===== src/rtl/rsv_pkg.sv =====
package rsv_pkg;
  localparam int unsigned CMP_BANK = 16;

  typedef enum logic [1:0] {
    OP_NONE   = 2'd0,
    OP_LOOKUP = 2'd1,
    OP_INSERT = 2'd2,
    OP_INVAL  = 2'd3
  } rsv_op_e;
endpackage


===== src/rtl/rsv_cmp_bank.sv =====
module rsv_cmp_bank #(
  parameter int TAG_W = 20,
  parameter int NENT  = 16,
  localparam int LW   = $clog2(NENT)
) (
  input  logic [NENT-1:0][TAG_W-1:0] tags,
  input  logic [NENT-1:0]            valid,
  input  logic [TAG_W-1:0]           key,
  output logic                       hit,
  output logic [LW-1:0]              hit_loc
);
  logic [NENT-1:0] match;

  always_comb begin
    for (int k = 0; k < NENT; k++) match[k] = valid[k] && (tags[k] == key);
  end

  always_comb begin
    hit     = 1'b0;
    hit_loc = '0;
    for (int k = 0; k < NENT; k++) begin
      if (match[k] && !hit) begin
        hit     = 1'b1;
        hit_loc = LW'(k);
      end
    end
  end
endmodule


===== src/rtl/rsv_age_lru.sv =====
module rsv_age_lru #(
  parameter int NENT = 32,
  localparam int AW  = $clog2(NENT)
) (
  input  logic          clk,
  input  logic          rst,
  input  logic          touch,
  input  logic [AW-1:0] touch_idx,
  output logic [AW-1:0] oldest_idx
);
  logic [AW-1:0] age_q [NENT];
  logic [AW-1:0] touched_age;

  assign touched_age = age_q[touch_idx];

  always_comb begin
    oldest_idx = '0;
    for (int k = 0; k < NENT; k++)
      if (age_q[k] == AW'(NENT - 1)) oldest_idx = AW'(k);
  end

  always_ff @(posedge clk) begin
    if (rst) begin
      for (int k = 0; k < NENT; k++) age_q[k] <= AW'(NENT - 1 - k);
    end else if (touch) begin
      for (int k = 0; k < NENT; k++) begin
        if (AW'(k) == touch_idx)         age_q[k] <= '0;
        else if (age_q[k] < touched_age) age_q[k] <= age_q[k] + AW'(1);
      end
    end
  end
endmodule


===== src/rtl/rsv_tag_store.sv =====
module rsv_tag_store
  import rsv_pkg::*;
#(
  parameter int SETS   = 8,
  parameter int RWAYS  = 4,
  parameter int TAG_W  = 20,
  localparam int ENTRIES = SETS * RWAYS,
  localparam int IW      = $clog2(ENTRIES),
  localparam int NSEG    = ENTRIES / CMP_BANK,
  localparam int LW      = $clog2(CMP_BANK)
) (
  input  logic             clk,
  input  logic             rst,
  input  logic             lk_valid,
  input  logic [TAG_W-1:0] lk_tag,
  input  logic             ins_valid,
  input  logic [TAG_W-1:0] ins_tag,
  input  logic             ins_dirty,
  input  logic             inv_valid,
  input  logic [IW-1:0]    inv_idx,
  output logic             lk_done,
  output logic             lk_hit,
  output logic [IW-1:0]    lk_idx,
  output logic             lk_dirty,
  output logic             ins_done,
  output logic [IW-1:0]    ins_idx,
  output logic             ev_valid,
  output logic [TAG_W-1:0] ev_tag,
  output logic             ev_dirty
);
  logic [TAG_W-1:0] tag_q [ENTRIES];
  logic [ENTRIES-1:0] valid_q, dirty_q;

  rsv_op_e op;
  always_comb begin
    if (ins_valid)      op = OP_INSERT;
    else if (inv_valid) op = OP_INVAL;
    else if (lk_valid)  op = OP_LOOKUP;
    else                op = OP_NONE;
  end

  // Parallel comparator banks
  logic [NSEG-1:0]         seg_hit;
  logic [NSEG-1:0][LW-1:0] seg_loc;

  for (genvar s = 0; s < NSEG; s++) begin : g_bank
    logic [CMP_BANK-1:0][TAG_W-1:0] bank_tags;
    always_comb begin
      for (int k = 0; k < CMP_BANK; k++) bank_tags[k] = tag_q[s*CMP_BANK + k];
    end
    rsv_cmp_bank #(.TAG_W(TAG_W), .NENT(CMP_BANK)) u_bank (
      .tags    (bank_tags),
      .valid   (valid_q[s*CMP_BANK +: CMP_BANK]),
      .key     (lk_tag),
      .hit     (seg_hit[s]),
      .hit_loc (seg_loc[s])
    );
  end

  logic          hit_any;
  logic [IW-1:0] hit_idx;
  always_comb begin
    hit_any = 1'b0;
    hit_idx = '0;
    for (int s = 0; s < NSEG; s++) begin
      if (seg_hit[s] && !hit_any) begin
        hit_any = 1'b1;
        hit_idx = IW'(s * CMP_BANK) + IW'(seg_loc[s]);
      end
    end
  end

  // Lowest free entry
  logic          any_free;
  logic [IW-1:0] free_idx;
  always_comb begin
    any_free = 1'b0;
    free_idx = '0;
    for (int k = 0; k < ENTRIES; k++) begin
      if (!valid_q[k] && !any_free) begin
        any_free = 1'b1;
        free_idx = IW'(k);
      end
    end
  end

  logic [IW-1:0] victim_idx, slot;
  logic          touch;
  logic [IW-1:0] touch_idx;

  assign slot      = any_free ? free_idx : victim_idx;
  assign touch     = (op == OP_INSERT) || (op == OP_LOOKUP && hit_any);
  assign touch_idx = (op == OP_INSERT) ? slot : hit_idx;

  rsv_age_lru #(.NENT(ENTRIES)) u_lru (
    .clk        (clk),
    .rst        (rst),
    .touch      (touch),
    .touch_idx  (touch_idx),
    .oldest_idx (victim_idx)
  );

  // Tag storage: write-only port, no reset
  always_ff @(posedge clk) begin
    if (op == OP_INSERT) tag_q[slot] <= ins_tag;
  end

  always_ff @(posedge clk) begin
    if (rst) begin
      valid_q  <= '0;
      dirty_q  <= '0;
      lk_done  <= 1'b0;
      lk_hit   <= 1'b0;
      lk_idx   <= '0;
      lk_dirty <= 1'b0;
      ins_done <= 1'b0;
      ins_idx  <= '0;
      ev_valid <= 1'b0;
      ev_tag   <= '0;
      ev_dirty <= 1'b0;
    end else begin
      lk_done  <= (op == OP_LOOKUP);
      lk_hit   <= (op == OP_LOOKUP) && hit_any;
      lk_idx   <= ((op == OP_LOOKUP) && hit_any) ? hit_idx : '0;
      lk_dirty <= (op == OP_LOOKUP) && hit_any && dirty_q[hit_idx];
      ins_done <= (op == OP_INSERT);
      ins_idx  <= (op == OP_INSERT) ? slot : '0;
      ev_valid <= (op == OP_INSERT) && !any_free;
      ev_tag   <= ((op == OP_INSERT) && !any_free) ? tag_q[victim_idx] : '0;
      ev_dirty <= (op == OP_INSERT) && !any_free && dirty_q[victim_idx];
      if (op == OP_INSERT) begin
        valid_q[slot] <= 1'b1;
        dirty_q[slot] <= ins_dirty;
      end else if (op == OP_INVAL) begin
        valid_q[inv_idx] <= 1'b0;
        dirty_q[inv_idx] <= 1'b0;
      end
    end
  end
endmodule


===== config.mk =====
export PLATFORM = sky130hd
export DESIGN_NAME = rsv_tag_store
export DESIGN_NICKNAME = d
export VERILOG_FILES = /design/src/rtl/rsv_pkg.sv /design/src/rtl/rsv_cmp_bank.sv /design/src/rtl/rsv_age_lru.sv /design/src/rtl/rsv_tag_store.sv
export SDC_FILE = /design/constraint.sdc
export NUM_CORES = 2
export LEC_CHECK = 0
export BUFFER_PORTS_ARGS = -buffer_cell sky130_fd_sc_hd__buf_2
export CAP_MARGIN = 30
export CORE_UTILIZATION = 62
export CTS_BUF_LIST = sky130_fd_sc_hd__clkbuf_8
export DETAILED_ROUTE_END_ITERATION = 16
export PLACE_DENSITY = 0.86
export SLEW_MARGIN = 40
export SYNTH_ARGS = -nofsm -noshare
export SYNTH_HDL_FRONTEND = slang
export SYNTH_HIERARCHICAL = 1
export SYNTH_SLANG_ARGS = --single-unit

===== constraint.sdc =====
create_clock -name clk -period 11.5 [get_ports clk]
set_input_delay 0.575 -clock clk [delete_from_list [all_inputs] [get_ports clk]]
set_output_delay 0.575 -clock clk [all_outputs]
set_load 0.01 [all_outputs]

; ---- Yosys cells after proc, flatten, opt, wreduce, memory -nomap -nowiden
; Memories as Yosys holds them, arrays and structs flattened. A register that Yosys moved wholly into a read port is not among the register bits.
; Index checks and enable logic that the tools add are counted.
[classes]
div = 0
n_shift = 0
n_mul = 0
reduce_logical = 199
n_bitwise = 71
n_lt_le_gt_ge = 38
eq_ne = 97
n_mux = 534
add_sub_neg = 33
[op_table]
columns = op, count
row1 = $eq 20x20->1, 32
row2 = $mux 5, 113
row3 = $mux 1, 367
row4 = $add 5x1->5 const B, 32
row5 = $lt 5x5->1, 32
row6 = $eq 5x5->1 const B, 31
row7 = $mux 32, 4
row8 = $logic_and 1x1->1, 100
row9 = $mux 4, 25
row10 = $logic_not 1->1, 93
row11 = $eq 5x5->1 const A, 16
row12 = $and 32x32->32, 2
row13 = $or 1x1->1, 64
row14 = $eq 4x5->1 const A, 8
row15 = $mux 3, 12
row16 = $bwmux 32, 1
row17 = $not 32->32, 1
row18 = $or 32x32->32, 1
row19 = $lt 5x6->1 const B, 4
row20 = $eq 3x5->1 const A, 4
row21 = $mux 2, 8
row22 = $bmux 1 s5, 2
row23 = $demux 1 s5, 2
row24 = $eq 2x5->1 const A, 2
row25 = other kinds (10), 16
[word_totals]
register_bits = 80
mem_bits_rw = 800
in_bits = 51
memories = 2
elab_cells = 984
latch_bits = 0
rom_bits = 0
[memory_table]
columns = name, depth, word_bits, read_ports, rd_ports_with_merged_regs, wr, line
row1 = tag_q, 32, 20, 33, 1, 1, rsv_tag_store.sv:31  ; logic [TAG_W-1:0] tag_q [ENTRIES];
row2 = u_lru.age_q, 32, 5, 33, 0, 32, rsv_age_lru.sv:11  ; logic [AW-1:0] age_q [NENT];

; ---- Depth between registers and ports, before layout
; An unclocked memory read counts as a cell.
[logic_depth]
ltp_word = 103
ltp_mapped = 29
mapped_depth_nobuf = 23

; ---- By module
; Netlist, hierarchy kept.
[by_module_without_submodules]
columns = module, cells_each, n_inst, seq_area_each_um2, area_per_inst_um2
row1 = rsv_tag_store, 1579, 1, 21220.4, 29579.6
row2 = rsv_age_lru, 1243, 1, 4804.6, 13371.6
row3 = rsv_cmp_bank, 504, 2, 0.0, 4015.1

; ---- Worst setup path before layout
; Ideal clock, no wire load.
[synth_timing]
path_kind = input-to-reg
from = input lk_tag[1]
to = memory u_lru/age_q[16][0] (netlist name), enable pin
slack_ns = 2.874
t_arrival_ns = 8.315
path_stages = 28
required_ns = 11.189
path_buffers = 8
cell_sequence = buf_2 -> buf_4 -> xor2_1 -> nor4_1 -> nand4_1 -> and2_1 -> nand3_1 -> nor3_1 -> nand2b_1 -> clkbuf_1 -> nor2b_1 -> a22oi_1 -> buf_2 -> buf_1 -> a21oi_1 -> buf_2 -> buf_1 -> buf_2 -> mux4_2 -> mux4_2 -> mux2i_1 -> ha_1 -> a21oi_1 -> o22ai_1 -> or4_1 -> or4_1 -> nand2b_1 -> a211o_1
[synth_lines]
columns = item, line
row1 = start: declaration, rsv_tag_store.sv:15  ; input logic [TAG_W-1:0] lk_tag,
row2 = end: declaration, rsv_age_lru.sv:11

==> impl_metrics.toml <==
[clock_network]
clk_pin_slew_ns = 0.07
htreeDepth = 4
cts_root_buffer = "clkbuf_8"
post_cts.repair.setup_buffers = 0
cts_hold_buf = 0
insertion_delay_ns = 0.88
post_cts_resized = 0
numCtsBuffers = 148
cts.path.max_buffers = 3
cts_tree = "built"
cts.sinks = 900

[setup_path]
path_delay_family = "simple AND/OR/NAND/NOR gates"
worstSetupEndpointType = "flip-flop"
crit_path_top_delay_cell = "mux2i_4"
arrival_ns = 9.26
cp_slowest_stage_delay_ns = 0.65
path_buf_inv = 4
start_kind = "flip-flop"
worstPathCellList = "xor2_1 > nor4_1 > nand4_1 > nor4_1 > nor2b_1 > nand2_1 > nor3_1 > nand2b_1 > nor2b_1 > a22oi_2 > buf_4 > a21oi_4 > buf_16 > buf_4 > mux4_2 > mux4_2 > mux2i_4 > buf_4 > ha_1 > nor2b_1 > a2111oi_0 > o21a_1 > or3_1"
critical_path_required_ns = 12.03
criticalPathCategory = "flip-flop to flip-flop"
cp_max_fo = 32
crit_path_start = "tag_q[9][11]"
r2r_start = "tag_q[9][11]"

[die]
die_w_microns = 289
row_count = 104
floorplan.initialDensity_pct = 63.0
dieArea_sq_mm = 0.0834
core_sq_mm = 0.0809
boundaryPins = 87
fp.dieH_microns = 289

[cells_and_area]
drive_above_1_share_pct = 17.2
area_growth_pct = 8.14
nets = 4154

[job]
cap_violations = 0

[route]
num_vias = 36736
drt.antenna.violating_nets = 0
drc = 0
wl_per_cell_microns = 31.9
drtIter0Drc = 6164
dr.pass1.iters = 13
vias_per_cell = 7.20
routed_wirelength_mm = 163

[power_and_ir_drop]
p_per_area_mw_per_mm2 = 175
total_power_mw = 9.64
p_leak_nw = 18.8
vdd_drop_max_uv = 164

[timing]
worst_pin_slew_ns = 0.980
fmax_mhz = 115
fin_ws_ns = 2.77
rsz0062_at_grt = "false"
hold_viol_final = 0
period_needed_ns = 8.73
skew_ns = 0.0593
finalCritPeriodShare_pct = 75.9
report.final.slew_viol_count = 0
setup_violations = 0
setup_tns_ns = 0
slew_headroom_pct = 34.7

[placement]
place.gp.congestion = 1.03
io_buffers = 86
dp_hpwl_mm = 114
place_ws_ns = 2.11

[global_routing]
grt_pass1_wl_mm = 237
grt_pass1_vias = 35846
grt-ovfl-total = 0
grt_max_degree = 91
antenna_found_initial = 11
grt_usage_pct = 39.4

[logic_synthesis]
ys_top_cells_by_area = "edfxtp_1, mux4_2, xnor2_1, ha_1, dfxtp_1"
synth_area_sq_mm = 0.0510
ys_types = 95
netlist_instances = 3830
ys.warnings.count = 6
post-synth-top-count-cell = "edfxtp_1"
ys_async_sr_fraction_pct = 0
yosys-top-cells-count = "edfxtp_1, xnor2_1, mux4_2"
yosysTopAreaCell = "edfxtp_1"
syn_area_per_cell_sq_um = 13.3
synth.net_count = 4072
synth_edf_count = 800
ys.flop_type = "edfxtp_1"
yosysSeqAreaShare_pct = 51.0
synth_top_area_share_pct = 47.1
ys_seq_elements = 900

[hold_path]
holdCritStartpoint = "inv_idx[0]"
hp-class = "input pin to flip-flop"

[outcome]
outcome = "completed"
where the power goes:
| part | leakage (nW) | switching [mW] | internal (mW) |
|---|---|---|---|
| Clock | 1.67 | 1.39 | 1.35 |
| Sequential | 8.11 | 0.129 | 3.69 |
| Combinational | 9.02 | 1.78 | 1.30 |
routing by layer:
metal | routed length (microns) | vias to the layer above | global-route usage (%)
li1 | - | 15004 | -
met1 | 54300 | 17752 | 50.4
met2 | 71700 | 3248 | 59.3
met3 | 24500 | 722 | 12.2
met4 | 12100 | 10 | 23.6
met5 | 60 | - | 0
state kept, by name, indices dropped and copies added, names as in the netlist:
name	cells
dirty_q	32
ev_dirty	1
ev_tag	20
ev_valid	1
ins_done	1
ins_idx	5
lk_dirty	1
lk_done	1
lk_hit	1
lk_idx	5
tag_q	640
u_lru/age_q	160
valid_q	32
cell families (layout without fill, tap and decap cells):
family | count (synthesis) | after routing | synth area share, %
fa+ha+maj | 191 | 191 | 4.69
compound gates | 446 | 446 | 6.01
other cells | 0 | 8 | 0
xor+xnor | 705 | 705 | 12.1
simple gates | 938 | 938 | 10.1
flops | 900 | 900 | 51.0
mux | 339 | 339 | 12.9
buf+inv | 311 | 513 | 3.14
tightest hold or removal path, delay by kind of cell:
family / cells / cell delay [ns]
buffers and inverters: 1 / 0.17
AO/OA/AOI/OAI: 2 / 0.32
metrics by stage:
step / instance area [sq um] / hold WS (ns) / cells / util, %
after floorplan: 51000 / 0.458 / 3830 / -
after global placement: 52100 / 0.499 / 4814 / 64.4
after detailed placement: 52200 / 0.517 / 4819 / 64.5
after CTS: 55000 / 0.219 / 5089 / 68.0
after global routing: 55100 / 0.263 / 5094 / 68.1
final: 55100 / 0.276 / 5100 / 68.1
final timing paths:
path,cells past startpoint,slack (ns),endpoint
hold / removal,3,0.28,dirty_q[20]
hold reg to reg,2,0.53,dirty_q[5]
setup / recovery,23,2.77,u_lru/age_q[6][0]
setup reg to reg,23,2.77,u_lru/age_q[6][0]
area by class of cell:
cell class / count / area [sq um]
diodes: 8 / 20.0
clock buffers: 161 / 2220
clock inverters: 109 / 599
fillers: 5519 / 25800
inverters: 90 / 338
multi-input cells: 2619 / 23600
flip-flops and latches: 900 / 26000
well taps: 1060 / 1330
repair buffers: 153 / 1050
cells in the final DEF (no fill, tap or decap), types with 120 or more instances in the layout:
cell type,netlist,final
nand4_1,158,158
xor2_1,189,189
inv_1,87,126
nor2_1,163,163
mux4_2,254,254
clkbuf_8,0,161
xnor2_1,516,516
ha_1,191,191
edfxtp_1,800,800
a21oi_1,122,120
Note: power is estimated with default switching activity, not from simulation.
